$ cat src/rtl/tblrd_pkg.sv
package tblrd_pkg;
    parameter int PTR_W    = 8;
    parameter int PAGE_W   = 2;
    parameter int WORD_W   = 14;
    parameter int DATA_W   = 8;
    parameter int DMEM_AW  = 7;
    parameter int RADDR_W  = 8;

    localparam int TADDR_W = PTR_W + PAGE_W;
    localparam int HI_W    = WORD_W - DATA_W;
    localparam int PAD_W   = DATA_W - HI_W;

    localparam logic [RADDR_W-1:0] PTR_REG_ADDR = RADDR_W'(8'h07);
    localparam logic [RADDR_W-1:0] HI_REG_ADDR  = RADDR_W'(8'h08);
    localparam logic [PAGE_W-1:0]  LAST_PAGE    = '1;

    typedef enum logic {
        PH_IDLE   = 1'b0,
        PH_COMMIT = 1'b1
    } phase_e;

    typedef enum logic {
        PG_CURRENT = 1'b0,
        PG_LAST    = 1'b1
    } page_sel_e;

    typedef struct packed {
        logic [HI_W-1:0]   hi;
        logic [DATA_W-1:0] lo;
    } pword_t;

    function automatic pword_t split_word(input logic [WORD_W-1:0] w);
        pword_t r;
        r = pword_t'(w);
        return r;
    endfunction

    function automatic logic [DATA_W-1:0] widen_hi(input logic [HI_W-1:0] h);
        return {{PAD_W{1'b0}}, h};
    endfunction
endpackage

$ cat src/rtl/tblrd_addr_gen.sv
module tblrd_addr_gen
    import tblrd_pkg::*;
(
    input  logic [PTR_W-1:0]   ptr,
    input  logic [PAGE_W-1:0]  pc_page,
    input  page_sel_e          sel,
    output logic [TADDR_W-1:0] taddr
);
    logic [PAGE_W-1:0] page;

    generate
        if (PAGE_W > 0) begin : g_paged
            always_comb begin
                page = (sel == PG_LAST) ? LAST_PAGE : pc_page;
            end
        end else begin : g_flat
            always_comb page = '0;
        end
    endgenerate

    assign taddr = {page, ptr};
endmodule

$ cat src/rtl/tblrd_seq.sv
module tblrd_seq
    import tblrd_pkg::*;
(
    input  logic               clk,
    input  logic               rst,
    input  logic               go,
    input  logic [DMEM_AW-1:0] dest_in,
    output logic               issue,
    output logic               commit,
    output logic [DMEM_AW-1:0] dest_q
);
    phase_e phase_q;

    assign issue  = (phase_q == PH_IDLE) && go;
    assign commit = (phase_q == PH_COMMIT);

    always_ff @(posedge clk) begin
        if (rst) begin
            phase_q <= PH_IDLE;
            dest_q  <= '0;
        end else begin
            phase_q <= issue ? PH_COMMIT : PH_IDLE;
            if (issue) dest_q <= dest_in;
        end
    end

    AST_NO_OVERLAP: assert property (@(posedge clk) disable iff (rst)
        !(issue && commit));
    AST_ISSUE_THEN_COMMIT: assert property (@(posedge clk) disable iff (rst)
        issue |=> commit);
    AST_COMMIT_ONE_CYCLE: assert property (@(posedge clk) disable iff (rst)
        commit |=> !commit);
endmodule

$ cat src/rtl/tblrd_regs.sv
module tblrd_regs
    import tblrd_pkg::*;
(
    input  logic               clk,
    input  logic               rst,
    input  logic [RADDR_W-1:0] bus_addr,
    input  logic               bus_wr,
    input  logic [DATA_W-1:0]  bus_wdata,
    input  logic               commit,
    input  logic [HI_W-1:0]    hi_in,
    output logic [PTR_W-1:0]   ptr_q,
    output logic [DATA_W-1:0]  bus_rdata
);
    logic [HI_W-1:0] hi_q;
    logic            ptr_wr;

    assign ptr_wr = bus_wr && (bus_addr == PTR_REG_ADDR);

    always_ff @(posedge clk) begin
        if (rst) begin
            ptr_q <= '0;
            hi_q  <= '0;
        end else begin
            if (ptr_wr) ptr_q <= bus_wdata[PTR_W-1:0];
            if (commit) hi_q  <= hi_in;
        end
    end

    always_comb begin
        unique case (bus_addr)
            PTR_REG_ADDR: bus_rdata = DATA_W'(ptr_q);
            HI_REG_ADDR:  bus_rdata = widen_hi(hi_q);
            default:      bus_rdata = '0;
        endcase
    end

    AST_HI_READ_ONLY: assert property (@(posedge clk) disable iff (rst)
        (bus_wr && bus_addr == HI_REG_ADDR && !commit) |=> $stable(hi_q));
    AST_HI_TOP_ZERO: assert property (@(posedge clk) disable iff (rst)
        (bus_addr == HI_REG_ADDR) |-> (bus_rdata[DATA_W-1:HI_W] == '0));
    AST_PTR_HOLD: assert property (@(posedge clk) disable iff (rst)
        !ptr_wr |=> $stable(ptr_q));
endmodule

$ cat src/rtl/tblrd_unit.sv
module tblrd_unit
    import tblrd_pkg::*;
(
    input  logic                clk,
    input  logic                rst,
    input  logic [RADDR_W-1:0]  bus_addr,
    input  logic                bus_wr,
    input  logic [DATA_W-1:0]   bus_wdata,
    output logic [DATA_W-1:0]   bus_rdata,
    input  logic                ins_go,
    input  logic                ins_last_page,
    input  logic [DMEM_AW-1:0]  ins_dest,
    input  logic [PAGE_W-1:0]   pc_page,
    output logic                rom_en,
    output logic [TADDR_W-1:0]  rom_addr,
    input  logic [WORD_W-1:0]   rom_data,
    output logic                dst_we,
    output logic [DMEM_AW-1:0]  dst_addr,
    output logic [DATA_W-1:0]   dst_data,
    output logic                busy,
    output logic                done
);
    logic             issue;
    logic             commit;
    logic [PTR_W-1:0] ptr;
    pword_t           word;
    page_sel_e        sel;

    assign sel  = ins_last_page ? PG_LAST : PG_CURRENT;
    assign word = split_word(rom_data);

    tblrd_seq u_seq (
        .clk     (clk),
        .rst     (rst),
        .go      (ins_go),
        .dest_in (ins_dest),
        .issue   (issue),
        .commit  (commit),
        .dest_q  (dst_addr)
    );

    tblrd_regs u_regs (
        .clk       (clk),
        .rst       (rst),
        .bus_addr  (bus_addr),
        .bus_wr    (bus_wr),
        .bus_wdata (bus_wdata),
        .commit    (commit),
        .hi_in     (word.hi),
        .ptr_q     (ptr),
        .bus_rdata (bus_rdata)
    );

    tblrd_addr_gen u_addr (
        .ptr     (ptr),
        .pc_page (pc_page),
        .sel     (sel),
        .taddr   (rom_addr)
    );

    assign rom_en   = issue;
    assign busy     = issue;
    assign done     = commit;
    assign dst_we   = commit;
    assign dst_data = word.lo;

    AST_LAST_PAGE: assert property (@(posedge clk) disable iff (rst)
        (rom_en && ins_last_page) |-> (rom_addr[TADDR_W-1:PTR_W] == LAST_PAGE));
    AST_CUR_PAGE: assert property (@(posedge clk) disable iff (rst)
        (rom_en && !ins_last_page) |-> (rom_addr[TADDR_W-1:PTR_W] == pc_page));
    AST_DEST_CAPTURE: assert property (@(posedge clk) disable iff (rst)
        busy |=> (dst_we && dst_addr == $past(ins_dest)));
endmodule

$ cat config.mk
export PLATFORM = sky130hd
export DESIGN_NAME = tblrd_unit
export DESIGN_NICKNAME = d
export VERILOG_FILES = /design/src/rtl/tblrd_pkg.sv /design/src/rtl/tblrd_addr_gen.sv /design/src/rtl/tblrd_seq.sv /design/src/rtl/tblrd_regs.sv /design/src/rtl/tblrd_unit.sv
export SDC_FILE = /design/constraint.sdc
export NUM_CORES = 1
export LEC_CHECK = 0
export CORE_MARGIN = 2
export CORE_UTILIZATION = 36
export DETAILED_ROUTE_END_ITERATION = 10
export PLACE_DENSITY_LB_ADDON = 0.25
export SYNTH_ARGS = -nofsm -noshare
export SYNTH_HDL_FRONTEND = slang
export SYNTH_SLANG_ARGS = --single-unit
$ cat constraint.sdc
create_clock -name clk -period 3 [get_ports clk]
set_input_delay 0.75 -clock clk [delete_from_list [all_inputs] [get_ports clk]]
set_output_delay 0.75 -clock clk [all_outputs]
set_load 0.005 [all_outputs]
=== After elaboration in Yosys (flattened, before gate mapping) ===
Index checks and enable logic that the tools add are counted.

* Flip-flop bits (word level): 22
* Output and inout port bits: 37
* Word-level logic and storage cells: 13

* Eq/ne operators: 2
* Multiplexer cells: 4
* Bitwise logic cells: 1
* Reduce and logical (&&, ||, !) cells: 2

{| class="wikitable"
|+ Operator list
! cell !! number
|-
| $pmux 8 s2 || 1
|-
| $eq 8x3->1 const B || 1
|-
| $eq 8x4->1 const B || 1
|-
| $logic_and 1x1->1 || 2
|-
| $mux 1 || 2
|-
| $mux 2 || 1
|-
| $not 1->1 || 1
|}

=== Logic depth before layout (Yosys ltp) ===
* Depth after elaboration: 3
* Depth in mapped cells: 6

=== Cells and area by module ===
From an unflattened synthesis, not the netlist that was laid out.

* Cell total of the unflattened synthesis: 129
* Area total of the unflattened synthesis: 1,209.9 sq um

{| class="wikitable"
|+ Modules (own cells, without submodules)
! module !! instances !! cells each !! area each (sq um) !! seq. area each (sq um)
|-
| tblrd_regs || 1 || 76 || 719.4 || 280.3
|-
| tblrd_seq || 1 || 33 || 342.8 || 160.2
|-
| tblrd_unit || 1 || 10 || 75.1 || 0.0
|-
| tblrd_addr_gen || 1 || 10 || 72.6 || 0.0
|}

=== Worst setup path after synthesis ===
Ideal clock, no wire load.

* Path type: input-to-output
* Start: input port bus_addr[5]
* End: output port bus_rdata[6]
* Arrival time: 1.649 ns
* Required time: 2.250 ns
* Path slack: 0.601 ns
* Stages: 4
* Cell sequence: or4_4 > buf_6 > nor2b_1 > and2_1

* Cells in the longest elaborated chain, start to end: 2
* Elaborated cells between the ends (all ways): 3
* Classes of those cells: eq/ne (2); mux (1)

{| class="wikitable"
|+ Ends and longest elaborated chain
! item !! RTL line !! source
|-
| from (decl) || tblrd_unit.sv:6 || <nowiki>input logic [RADDR_W-1:0] bus_addr,</nowiki>
|-
| $eq 8x4->1 or $eq 8x3->1 (tied branches) || tblrd_regs.sv:30 || <nowiki>unique case (bus_addr)</nowiki>
|-
| $pmux 8 s2 (*) || tblrd_regs.sv:30 ||
|-
| to (decl) || tblrd_unit.sv:9 || <nowiki>output logic [DATA_W-1:0] bus_rdata,</nowiki>
|}

Every way passes the cells marked *; elsewhere a longest branch is shown, timed or not.

=== Worst setup path in the final report ===
* Start: input port bus_addr[4]
* End: output port bus_rdata[2]

Same word-level chain as after synthesis.

==> results.yml <==
floorplan:
  ios: 81
  die_w_um: 58.74
  rows: 19
  die_area_sq_mm: 0.003450
  die_h_um: 58.74
  core_sq_mm: 0.002805
  start_util_pct: 38.45
clock_network:
  clk_pin_slew_ns: 0.12
  cts_max_level: 1
  cts_max_path_buffers: 2
  clock_latency_ns: 0.30
  cts_buffers: 3
  cts_tree: "yes"
  hold_buffers: 0
  root_buffer: "clkbuf_4"
  cts.sinks: 22
finish:
  diodes: 0
  stdcell_count: 215
  area_delta_synth_final_pct: 64.04
  final_nets: 229
  drive_gt1_share_pct: 17.39
  final_cell_area_sq_mm: 0.001769
worst_setup_path:
  crit_required_ns: 2.25
  cp_cell_sequence: "dlygate4sd2_1, or4_4, buf_6, buf_6, buf_6, nor2_2, clkdlybuf4s15_2"
  r2r-start: "u_seq.commit$_SDFF_PP0_"
  worstSetupPathType: "input pin to output pin"
  r2r-end: "u_seq.dest_q[5]$_SDFFE_PP0P_"
  cp_slowest_cell: "or4_4"
  max_stage_delay_ns: 0.56
  critPathArrivalTime_ns: 2.21
  cp-start-kind: "input pin"
  cpMostUsedCell: "buf_6"
  cp_max_fo: 4
  reg2reg_slack_ns: 2.01
  r2r_cells: 4
  end_kind: "output pin"
synth:
  yosysWarnings: 0
  syn_nets: 166
  synthTopCellsByCount: "dfxtp_1, nand2b_1, mux2i_1, nand2_1, nor2_1"
  yosysMostFrequentCell: "dfxtp_1"
  ys_ff_latch: 22
  synth_fa_ha_area_share_pct: 0
  netlist_top_cells_area: "dfxtp_1, mux2i_1, nand2b_1, buf_4, nand2_1"
  synth-xor-area-share_pct: 0
  synth_compound_area_share_pct: 7.425
  syn_area_per_cell_sq_um: 8.840
  synth_cells: 122
  synth_edf_count: 0
  synthFlopType: "dfxtp_1"
  synthSimpleGateAreaFrac_pct: 26.68
  synthDistinctLibCells: 20
  synth-seq-area-share_pct: 40.84
  yosysTopAreaCell: "dfxtp_1"
  syn-cell-area_sq_mm: 0.001079
  muxShareOfSynthArea_pct: 12.99
  async_reset_ff_share_pct: 0
  synth_top_area_share_pct: 40.84
  synth_top_family_by_area: "simple AND/OR/NAND/NOR gates"
grt:
  grt-ovfl-total: 0
  grt_max_degree: 17
  grt_pass1_wl_mm: 4.491
  gr-usage-all-layers_pct: 17.31
  grt_pass1_vias: 1035
  antenna_found_initial: 0
detailed_routing:
  wl_mm: 2.930
  avgViaCountPerCell: 4.763
  antenna_left: 0
  via_count: 1024
  dr.first_iter.drc_count: 45
  drt-pass1-iter-count: 7
  wl_per_cell_um: 13.63
  drc: 8
placement:
  dp.cells: 209
  pre_cts_slack_ns: -0.3101
  dpl.hpwl_mm: 2.386
  place.port_buffers: 64
  gp_congestion: 0.7143
  place_area_sq_mm: 0.001710
sta:
  max_freq_ghz: 0.3374
  rsz0062_at_grt: "no"
  finalHoldViolations: 0
  fin_tns_setup_ns: 0
  setup_violations: 0
  slew_headroom_pct: 74.18
  skew_ns: 0.006627
  setup_ws_ns: 0.03615
  tightest_slew_ns: 0.3861
  layout_min_cycle_time_ns: 2.964
  drv_slew: 0
  fin_crit_sh_pct: 98.80
outcome:
  outcome: "complete, but fails checks"
  violations: "design-rule violations"
pwr:
  vdd_drop_max_uv: 252.3
  power_density_mw_per_mm2: 329.1
  leakage_uw: 0.0006711
  power_uw: 582.3
hold_path:
  hold_path_end: "u_seq.dest_q[3]$_SDFFE_PP0P_"
  hold_depth: 2
  hp-start: "u_seq.dest_q[3]$_SDFFE_PP0P_"
  hold_path_class: "flip-flop to flip-flop"
run:
  max_cap_viol_count: 0
==> logic make-up (layout without fill, tap and decap cells) <==
family	Yosys count	in the layout
AO/OA/AOI/OAI	13	13
flip-flops	22	22
AND/OR/NAND/NOR	53	53
buffers and inverters	20	82
multiplexers	14	14
==> layout make-up <==
cell class                      count  area [sq um]
Fill cell                         250          1036
Multi-Input combinational cell     80         525.5
Clock buffer                        4         36.28
Inverter                            2         7.507
Sequential cell                    22         440.4
Tap cell                           31         38.79
Timing Repair Buffer               76         720.7
==> report_power, final <==
part	leakage, uW	total (uW)	internal (uW)	switching, uW
combinational	0.000471	113	76.6	36.7
clock	0.0000210	161	74.0	87.5
sequential	0.000179	307	302	5.24
total	0.000671	582	453	129
==> routing by layer <==
layer  part of all wire, %  wire [um]  GRT usage, %
met1                    39       1152         18.53
met5                     0          0             0
met4                   1.2         34         9.091
met3                   4.7        138         1.758
met2                    55       1605         32.86
==> worst max-delay path, delay by kind of cell <==
kind / cells / cell delay (ns)
AND/OR/NAND/NOR: 2 / 0.66
buffers and inverters: 5 / 0.80
==> timing repair <==
action / CTS / global route
resized for setup: 38 / 0
pin swaps: 2 / 1
buffers inserted: 3 / 0
endpoints found under the setup margin: 8 / 1
==> registers in the layout, indices dropped and copies added, names as in the netlist <==
register / flops
u_regs.ptr_q: 8
u_seq.commit: 1
u_regs.hi_q: 6
u_seq.dest_q: 7
==> worst max-delay path by stage <==
stage	start	endpoint	slack [ns]
after CTS	bus_addr[6]	bus_rdata[2]	0.02
after global placement	bus_addr[5]	bus_rdata[6]	-0.26
after detailed placement	bus_addr[5]	bus_rdata[7]	-0.31
final	bus_addr[4]	bus_rdata[2]	0.04
after floorplan	bus_addr[5]	bus_rdata[6]	0.60
after global routing	bus_addr[4]	bus_rdata[2]	0.004
==> through the flow <==
step | hold slack (ns) | util (%)
2_1_floorplan | 0.4527 | -
3_3_place_gp | 0.4439 | 60.97
3_5_place_dp | 0.4513 | 60.97
4_1_cts | 0.4683 | 63.07
5_1_grt | 0.4948 | 63.07
6_report | 0.4658 | 63.07
==> cells in the final DEF (no fill, tap or decap) <==
master           synthesis  final
buf_6                    2      4
and2_1                   2      2
buf_2                    2      4
clkdlybuf4s15_2          0      2
a22oi_1                  6      6
nor2_1                  13      9
mux2i_1                 14     14
nor2b_4                  0      1
or4_4                    1      1
buf_4                   10      8
inv_1                    1      1
clkbuf_4                 0      3
nor4b_2                  1      1
dfxtp_1                 22     22
clkbuf_8                 0      1
nor2_2                   0      4
clkdlybuf4s50_1          0     52
clkinv_1                 1      1
nand2_1                 14     14
or2_2                    2      2
dlygate4sd2_1            0      6
and4b_1                  1      1
nand2b_1                17     17
nor3b_2                  1      1
a21oi_1                  7      7
Power figures use the tool's default switching activity.
